[config.mk]
export PLATFORM = sky130hd
export DESIGN_NAME = pwr_gate
export DESIGN_NICKNAME = d
export VERILOG_FILES = /design/src/rtl/pwr_gate_pkg.sv /design/src/rtl/pg_sync.sv /design/src/rtl/pg_recovery.sv /design/src/rtl/pg_batt.sv /design/src/rtl/pg_access.sv /design/src/rtl/pwr_gate.sv
export SDC_FILE = /design/constraint.sdc
export NUM_CORES = 1
export LEC_CHECK = 0
export ABC_AREA = 1
export BUFFER_PORTS_ARGS = -buffer_cell sky130_fd_sc_hd__buf_2
export CAP_MARGIN = 20
export CORE_MARGIN = 10
export CORE_UTILIZATION = 23
export CTS_CLUSTER_SIZE = 10
export DETAILED_ROUTE_END_ITERATION = 7
export PLACE_DENSITY = 0.49
export SLEW_MARGIN = 20
export SYNTH_ARGS = -nofsm -noshare
export SYNTH_HDL_FRONTEND = slang
export SYNTH_SLANG_ARGS = --single-unit
[constraint.sdc]
create_clock -name clk -period 1.27 [get_ports clk]
set_input_delay 0.127 -clock clk [delete_from_list [all_inputs] [get_ports clk]]
set_output_delay 0.127 -clock clk [all_outputs]
set_load 0.02 [all_outputs]
[src/rtl/pwr_gate_pkg.sv]
package pwr_gate_pkg;

    localparam int SYNC_DEPTH = 2;

    typedef struct packed {
        logic wp_ok;
        logic bsw_ok;
    } supply_t;

    typedef struct packed {
        logic req;
        logic wr;
    } access_t;

    typedef struct packed {
        logic wr;
        logic oe;
    } mem_ctl_t;

    // Battery is taken only when the supply is below both levels.
    function automatic logic backup_needed(supply_t s);
        return !s.wp_ok && !s.bsw_ok;
    endfunction

    function automatic mem_ctl_t decode_access(access_t a, logic allow);
        mem_ctl_t m;
        m.wr = allow && a.req && a.wr;
        m.oe = allow && a.req && !a.wr;
        return m;
    endfunction

endpackage

[src/rtl/pg_sync.sv]
module pg_sync #(
    parameter int W      = 2,
    parameter int STAGES = 2
) (
    input  logic         clk,
    input  logic         rst,
    input  logic [W-1:0] d,
    output logic [W-1:0] q
);
    logic [W-1:0] stage [STAGES];

    always_ff @(posedge clk) begin
        if (rst) begin
            for (int i = 0; i < STAGES; i++) stage[i] <= '0;
        end else begin
            stage[0] <= d;
            for (int i = 1; i < STAGES; i++) stage[i] <= stage[i-1];
        end
    end

    assign q = stage[STAGES-1];
endmodule

[src/rtl/pg_recovery.sv]
module pg_recovery #(
    parameter int RECOVER_CYC = 8
) (
    input  logic clk,
    input  logic rst,
    input  logic wp_ok,
    output logic rst_n_o
);
    localparam int CNT_W = $clog2(RECOVER_CYC + 1);
    localparam logic [CNT_W-1:0] LOAD = CNT_W'(RECOVER_CYC);

    logic [CNT_W-1:0] cnt;

    always_ff @(posedge clk) begin
        if (rst || !wp_ok) cnt <= LOAD;
        else if (cnt != '0) cnt <= cnt - CNT_W'(1);
    end

    assign rst_n_o = wp_ok && (cnt == '0);


    release_after_good_chk: assert property (@(posedge clk) disable iff (rst)
        $rose(rst_n_o) |-> $past(wp_ok));
endmodule

[src/rtl/pg_batt.sv]
module pg_batt
    import pwr_gate_pkg::*;
(
    input  logic    clk,
    input  logic    factory_clr,
    input  supply_t sup,
    output logic    link,
    output logic    use_batt
);
    always_ff @(posedge clk) begin
        if (factory_clr) link <= 1'b0;
        else if (sup.wp_ok) link <= 1'b1;
    end

    assign use_batt = link && backup_needed(sup);


    link_sticky_chk: assert property (@(posedge clk) disable iff (factory_clr)
        link |=> link);

    clear_opens_chk: assert property (@(posedge clk)
        factory_clr |=> !link);
endmodule

[src/rtl/pg_access.sv]
module pg_access
    import pwr_gate_pkg::*;
(
    input  logic     clk,
    input  logic     rst,
    input  logic     allow,
    input  access_t  acc,
    output mem_ctl_t mem
);
    logic cancelled;

    always_ff @(posedge clk) begin
        if (rst) cancelled <= 1'b0;
        else if (!acc.req) cancelled <= 1'b0;
        else if (!allow) cancelled <= 1'b1;
    end

    assign mem = decode_access(acc, allow && !cancelled);


    cancel_holds_chk: assert property (@(posedge clk) disable iff (rst)
        (acc.req && !allow) |=> (!acc.req || (!mem.wr && !mem.oe)));
endmodule

[src/rtl/pwr_gate.sv]
module pwr_gate
    import pwr_gate_pkg::*;
#(
    parameter int RECOVER_CYC = 8_750_000
) (
    input  logic clk,
    input  logic rst,
    input  logic factory_clr,
    input  logic wp_ok_async,
    input  logic bsw_ok_async,
    input  logic acc_req,
    input  logic acc_wr,
    output logic mem_wr,
    output logic mem_oe,
    output logic rst_n_out,
    output logic on_backup,
    output logic batt_link
);
    logic [1:0] sync_q;
    supply_t    sup;
    access_t    acc;
    mem_ctl_t   mem;

    pg_sync #(.W(2), .STAGES(SYNC_DEPTH)) u_sync (
        .clk (clk),
        .rst (rst),
        .d   ({wp_ok_async, bsw_ok_async}),
        .q   (sync_q)
    );

    assign sup.wp_ok  = sync_q[1];
    assign sup.bsw_ok = sync_q[0];
    assign acc.req    = acc_req;
    assign acc.wr     = acc_wr;

    pg_recovery #(.RECOVER_CYC(RECOVER_CYC)) u_rec (
        .clk     (clk),
        .rst     (rst),
        .wp_ok   (sup.wp_ok),
        .rst_n_o (rst_n_out)
    );

    pg_batt u_batt (
        .clk         (clk),
        .factory_clr (factory_clr),
        .sup         (sup),
        .link        (batt_link),
        .use_batt    (on_backup)
    );

    pg_access u_acc (
        .clk   (clk),
        .rst   (rst),
        .allow (sup.wp_ok),
        .acc   (acc),
        .mem   (mem)
    );

    assign mem_wr = mem.wr;
    assign mem_oe = mem.oe;


    blocked_quiet_chk: assert property (@(posedge clk) disable iff (rst)
        !sup.wp_ok |-> (!mem_wr && !mem_oe));

    reset_with_block_chk: assert property (@(posedge clk) disable iff (rst)
        $fell(sup.wp_ok) |-> !rst_n_out);

    backup_needs_link_chk: assert property (@(posedge clk) disable iff (rst)
        on_backup |-> (batt_link && !sup.wp_ok));

    one_strobe_chk: assert property (@(posedge clk) disable iff (rst)
        $countones({mem_wr, mem_oe}) <= 1);
endmodule

After elaboration in Yosys (flattened, before gate mapping):

Memory sizes are Yosys's and may differ from the RTL's.
Index checks and enable logic that the tools add are counted.

* input port bits: 7
* memories: 1
* output and inout port bits: 5
* bits in registers: 26
* bits in writable memories: 4

* $add $sub $neg: 1
* reductions and logical operators: 15
* bitwise logic cells: 3
* mux-type cells: 5

Memories
* u_sync.stage: depth 2, bits a word 2, rd ports 2, clocked after memory_dff 0, wr ports 2, line pg_sync.sv:10 `logic [W-1:0] stage [STAGES];`

Operators by type and width (count)
* $logic_not A24 Y1: 1
* $reduce_bool A24 Y1: 1
* $sub A24 B1 Y24 const B: 1
* $logic_and A1 B1 Y1: 7
* $logic_not A1 Y1: 4
* $mux W2: 2
* $mux W1: 3
* $or A1 B1 Y1: 2
* $reduce_or A2 Y1: 1
* $logic_or A1 B1 Y1: 1
* $not A1 Y1: 1

Longest topological paths before layout:

* depth in word-level cells: 4
* gate-level depth with buffers: 11
* mapped depth without buffers: 11

Hierarchy:

A second synthesis with hierarchy kept.

* cells, all modules: 257
* area total of the unflattened synthesis: 1699.1 um^2

By module, submodules not included
* pg_recovery: times used 1, cells each 226, area each 1468.9 um^2, seq. area each 480.5 um^2
* pg_sync: times used 1, cells each 14, area each 125.1 um^2, seq. area each 80.1 um^2
* pg_access: times used 1, cells each 11, area each 63.8 um^2, seq. area each 20.0 um^2
* pg_batt: times used 1, cells each 6, area each 41.3 um^2, seq. area each 20.0 um^2

Worst setup path before layout:

OpenSTA, ideal clock, no wires.

* path type: flip-flop to output port
* start point: register u_rec.cnt[0]
* end point: output port rst_n_out
* slack: -0.170 ns
* arrival: 1.313 ns
* cell stages (with the launch flop): 8
* required time: 1.143 ns
* path through: dfxtp_1 -> inv_1 -> ha_1 -> nand3_1 -> nor2_2 -> nand3_2 -> buf_6 -> nor2_1

* cells in the longest elaborated chain, start to end: 2

RTL lines
* start, declared: line pg_recovery.sv:12 `logic [CNT_W-1:0] cnt;`
* start signal, assigned: line pg_recovery.sv:16 `else if (cnt != '0) cnt <= cnt - CNT_W'(1);`
* $logic_not A24 Y1: line pg_recovery.sv:19 `assign rst_n_o = wp_ok && (cnt == '0);`
* $logic_and A1 B1 Y1: line pg_recovery.sv:19
* end, declared: line pwr_gate.sv:15 `output logic rst_n_out,`

Every way passes these cells.

Worst setup path after layout:

* start point: register u_rec.cnt[1]
* end point: output port rst_n_out

The elaborated chain is that of the path after synthesis.

==> impl_metrics.json <==
{
  "crit_type": "flip-flop to output port",
  "rr_startpoint": "u_rec.cnt[1]$_SDFFE_PP0P_",
  "vias": 1768,
  "failed_checks": "setup timing",
  "yosys-top-cells-area": "dfxtp_1, nor2_1, nand2_1",
  "worstPathRequired_ns": 1.14,
  "num_io_pins": 12,
  "design.core.area_sq_um": 7180,
  "die_width_um": 106,
  "yosysTopAreaCell": "dfxtp_1",
  "finalPower_w": 0.00197,
  "root_buffer": "clkbuf_8",
  "layout_min_cycle_time_ns": 1.52,
  "synthMostInstantiatedCell": "nor2_1",
  "crit_path_cell_trace": "inv_2, ha_4, nand3_4, nor2_4, nand3_4, nor2_2, buf_6",
  "gp_congestion": 0.733,
  "synth_commonest_cells": "nor2_1, nand2_1, dfxtp_1",
  "cts_buffers": 5,
  "fmax_mhz": 656,
  "hold_class": "input pin to flip-flop",
  "rsz0062_at_grt": "yes",
  "drive_gt1_share_pct": 59.6,
  "drt_pass1_iterations": 4,
  "tightest_slew_ns": 0.258,
  "synth_ff_type": "dfxtp_1",
  "switching_power_w": 0.000501,
  "power_density_nw_per_um2": 673,
  "slowest_delay_ns": 0.33,
  "maxCapViolCount": 0,
  "finish.instance_area_sq_um": 2920,
  "vdd_drop_max_mv": 0.674,
  "clkSlewWorstSetupHoldPaths_ns": 0.07,
  "syn_area_per_cell_sq_um": 6.97,
  "netlist_area_sq_um": 1690,
  "place_hpwl_um": 3130,
  "clk_latency_ns": 0.29,
  "grt_pass1_wl_um": 8000,
  "gr-total-overflow": 0,
  "gr-usage-all-layers_pct": 8.65,
  "outcome": "finished, violations left",
  "clock_path_buffers": 2,
  "crit_slowest_cell": "dfxtp_2",
  "setup_ws_ns": -0.255,
  "numClockSinks": 30,
  "cp_common_cell": "nand3_4",
  "via_per_inst": 4.13,
  "antenna_left": 0,
  "die_h_um": 106,
  "rows": 31,
  "setup_tns_ns": -2.47,
  "h-tree-depth": 2,
  "cp_max_fo": 3,
  "post_synth_inst_count": 242,
  "cts_tree": "built",
  "seq_area_frac_synth_pct": 35.6,
  "final_max_slew_viol_count": 0,
  "io_buffers": 11,
  "ys_types": 26,
  "slew_headroom_pct": 82.8,
  "end_kind": "output port",
  "fin_nets": 337,
  "drt-initial-drc-count": 44,
  "areaGrowthSynthToFinish_pct": 73.1,
  "crit_arrival_ns": 1.40,
  "yosysWarningCount": 0,
  "p_int_w": 0.00146,
  "grt_start_max_net_pins": 15,
  "power_leakage_nw": 1.25,
  "grt_pass1_vias": 1736,
  "seqPwrFrac_pct": 48.7,
  "cp-startpoint": "u_rec.cnt[1]$_SDFFE_PP0P_",
  "synth_top_area_share_pct": 35.6,
  "comb_power_share_pct": 8.5,
  "synth-async-reset-ratio_pct": 0,
  "fin_crit_sh_pct": 120,
  "finish.utilization_pct": 40.7,
  "swShare_pct": 25.5,
  "synth_edf_count": 0,
  "antenna_found_initial": 0,
  "die_area_sq_um": 11200,
  "cp-start-kind": "flip-flop",
  "hold_violations": 0,
  "setup_viol": 21,
  "n_antenna_cell": 0,
  "route.detailed.drc": 0,
  "postPlaceCellArea_sq_um": 2210,
  "avgRoutedWirePerCell_um": 11.7,
  "clock_skew_ns": 0.00882,
  "synth_seq_cells": 30,
  "holdCritStartpoint": "bsw_ok_async",
  "initial_core_util_pct": 23.5,
  "clkPwrFrac_pct": 42.8,
  "synth_fp_nets": 251,
  "wirelength_um": 5000
}
cell type report:
cell class              count  area, sq um
fillers                   708         4260
inverters                  23         88.8
clock inverters             2         12.5
repair buffers             81          657
multi-input cells         187         1330
well taps                  99          124
clock buffers               6         82.6
flip-flops and latches     30          626
timing repair:
action	4_1_cts	5_1_grt
cloned	1	0
pin swaps	40	35
hold endpoints to repair	1	0
setup buffers	22	4
hold buffers	1	0
gates resized for setup	91	31
endpoints found under the setup margin	27	27
critical path: cells and delay by family, from the launching register on:
kind,cells,cell delay [ns]
buffers and inverters,2,0.19
AND/OR/NAND/NOR,4,0.42
adder cells (fa/ha/maj),1,0.16
flip-flops,1,0.33
placed cells by master, fill, tap and decap left out, types with 6 or more instances in the layout:
cell and n:
nand2_1 33, clkbuf_8 6, buf_4 55, buf_6 15
nor2_1 33, buf_2 9, nand3_1 7, a21oi_1 7
nand2_4 8, nor2_4 25, dfxtp_1 18, inv_1 16
nor2_2 16, nand2_2 17, nand3_2 9, dfxtp_2 8
stage by stage:
step	worst slack [ns]	instances	hold WS, ns
6_report	-0.255	428	0.0340
2_1_floorplan	-0.0600	242	0.196
4_1_cts	-0.230	426	0.0306
3_3_place_gp	-0.249	396	0.281
5_1_grt	-0.312	428	0.0449
3_5_place_dp	-0.230	396	0.284
worst paths after layout:
| path | to | slack, ns | cells after the start |
|---|---|---|---|
| max | rst_n_out | -0.25 | 7 |
| min | u_sync.stage[0][0]$_SDFF_PP0_ | 0.03 | 3 |
| max reg2reg | u_rec.cnt[0]$_SDFFE_PP0P_ | -0.17 | 9 |
| min reg2reg | u_sync.stage[0][3]$_SDFF_PP0_ | 0.40 | 2 |
cell families after synthesis:
| group | share of synthesized area, % |
|---|---|
| AOI/OAI and AO/OA | 4.97 |
| xor gates and xnor gates | 3.12 |
| adders and majority gates | 1.48 |
| buffers and inverters | 7.12 |
| DFF | 35.6 |
| and+or+nand+nor | 47.7 |
state kept, by name, indices dropped and copies added (netlist names):
| register | cells |
|---|---|
| u_rec.cnt | 24 |
| u_sync.stage | 4 |
| u_acc.cancelled | 1 |
| u_batt.link | 1 |
power groups by stage:
stage          Sequential (W)  Clock [W]  Combinational [W]
2_1_floorplan        0.000985          0          0.0000681
3_3_place_gp         0.000983          0           0.000116
3_5_place_dp         0.000983          0           0.000117
4_1_cts              0.000959   0.000849           0.000159
5_1_grt              0.000958   0.000896           0.000184
6_report             0.000956   0.000842           0.000167
metal layers:
layer / wire length, um / vias to the layer above / global-route usage (%) / part of all wire, %
li1: - / 931 / - / -
met1: 2250 / 811 / 10.0 / 45
met2: 2580 / 20 / 15.4 / 52
met3: 102 / 6 / 2.01 / 2.0
met4: 66 / 0 / 2.61 / 1.3
met5: 0 / - / 0 / 0
(Power assumes the default switching activity.)
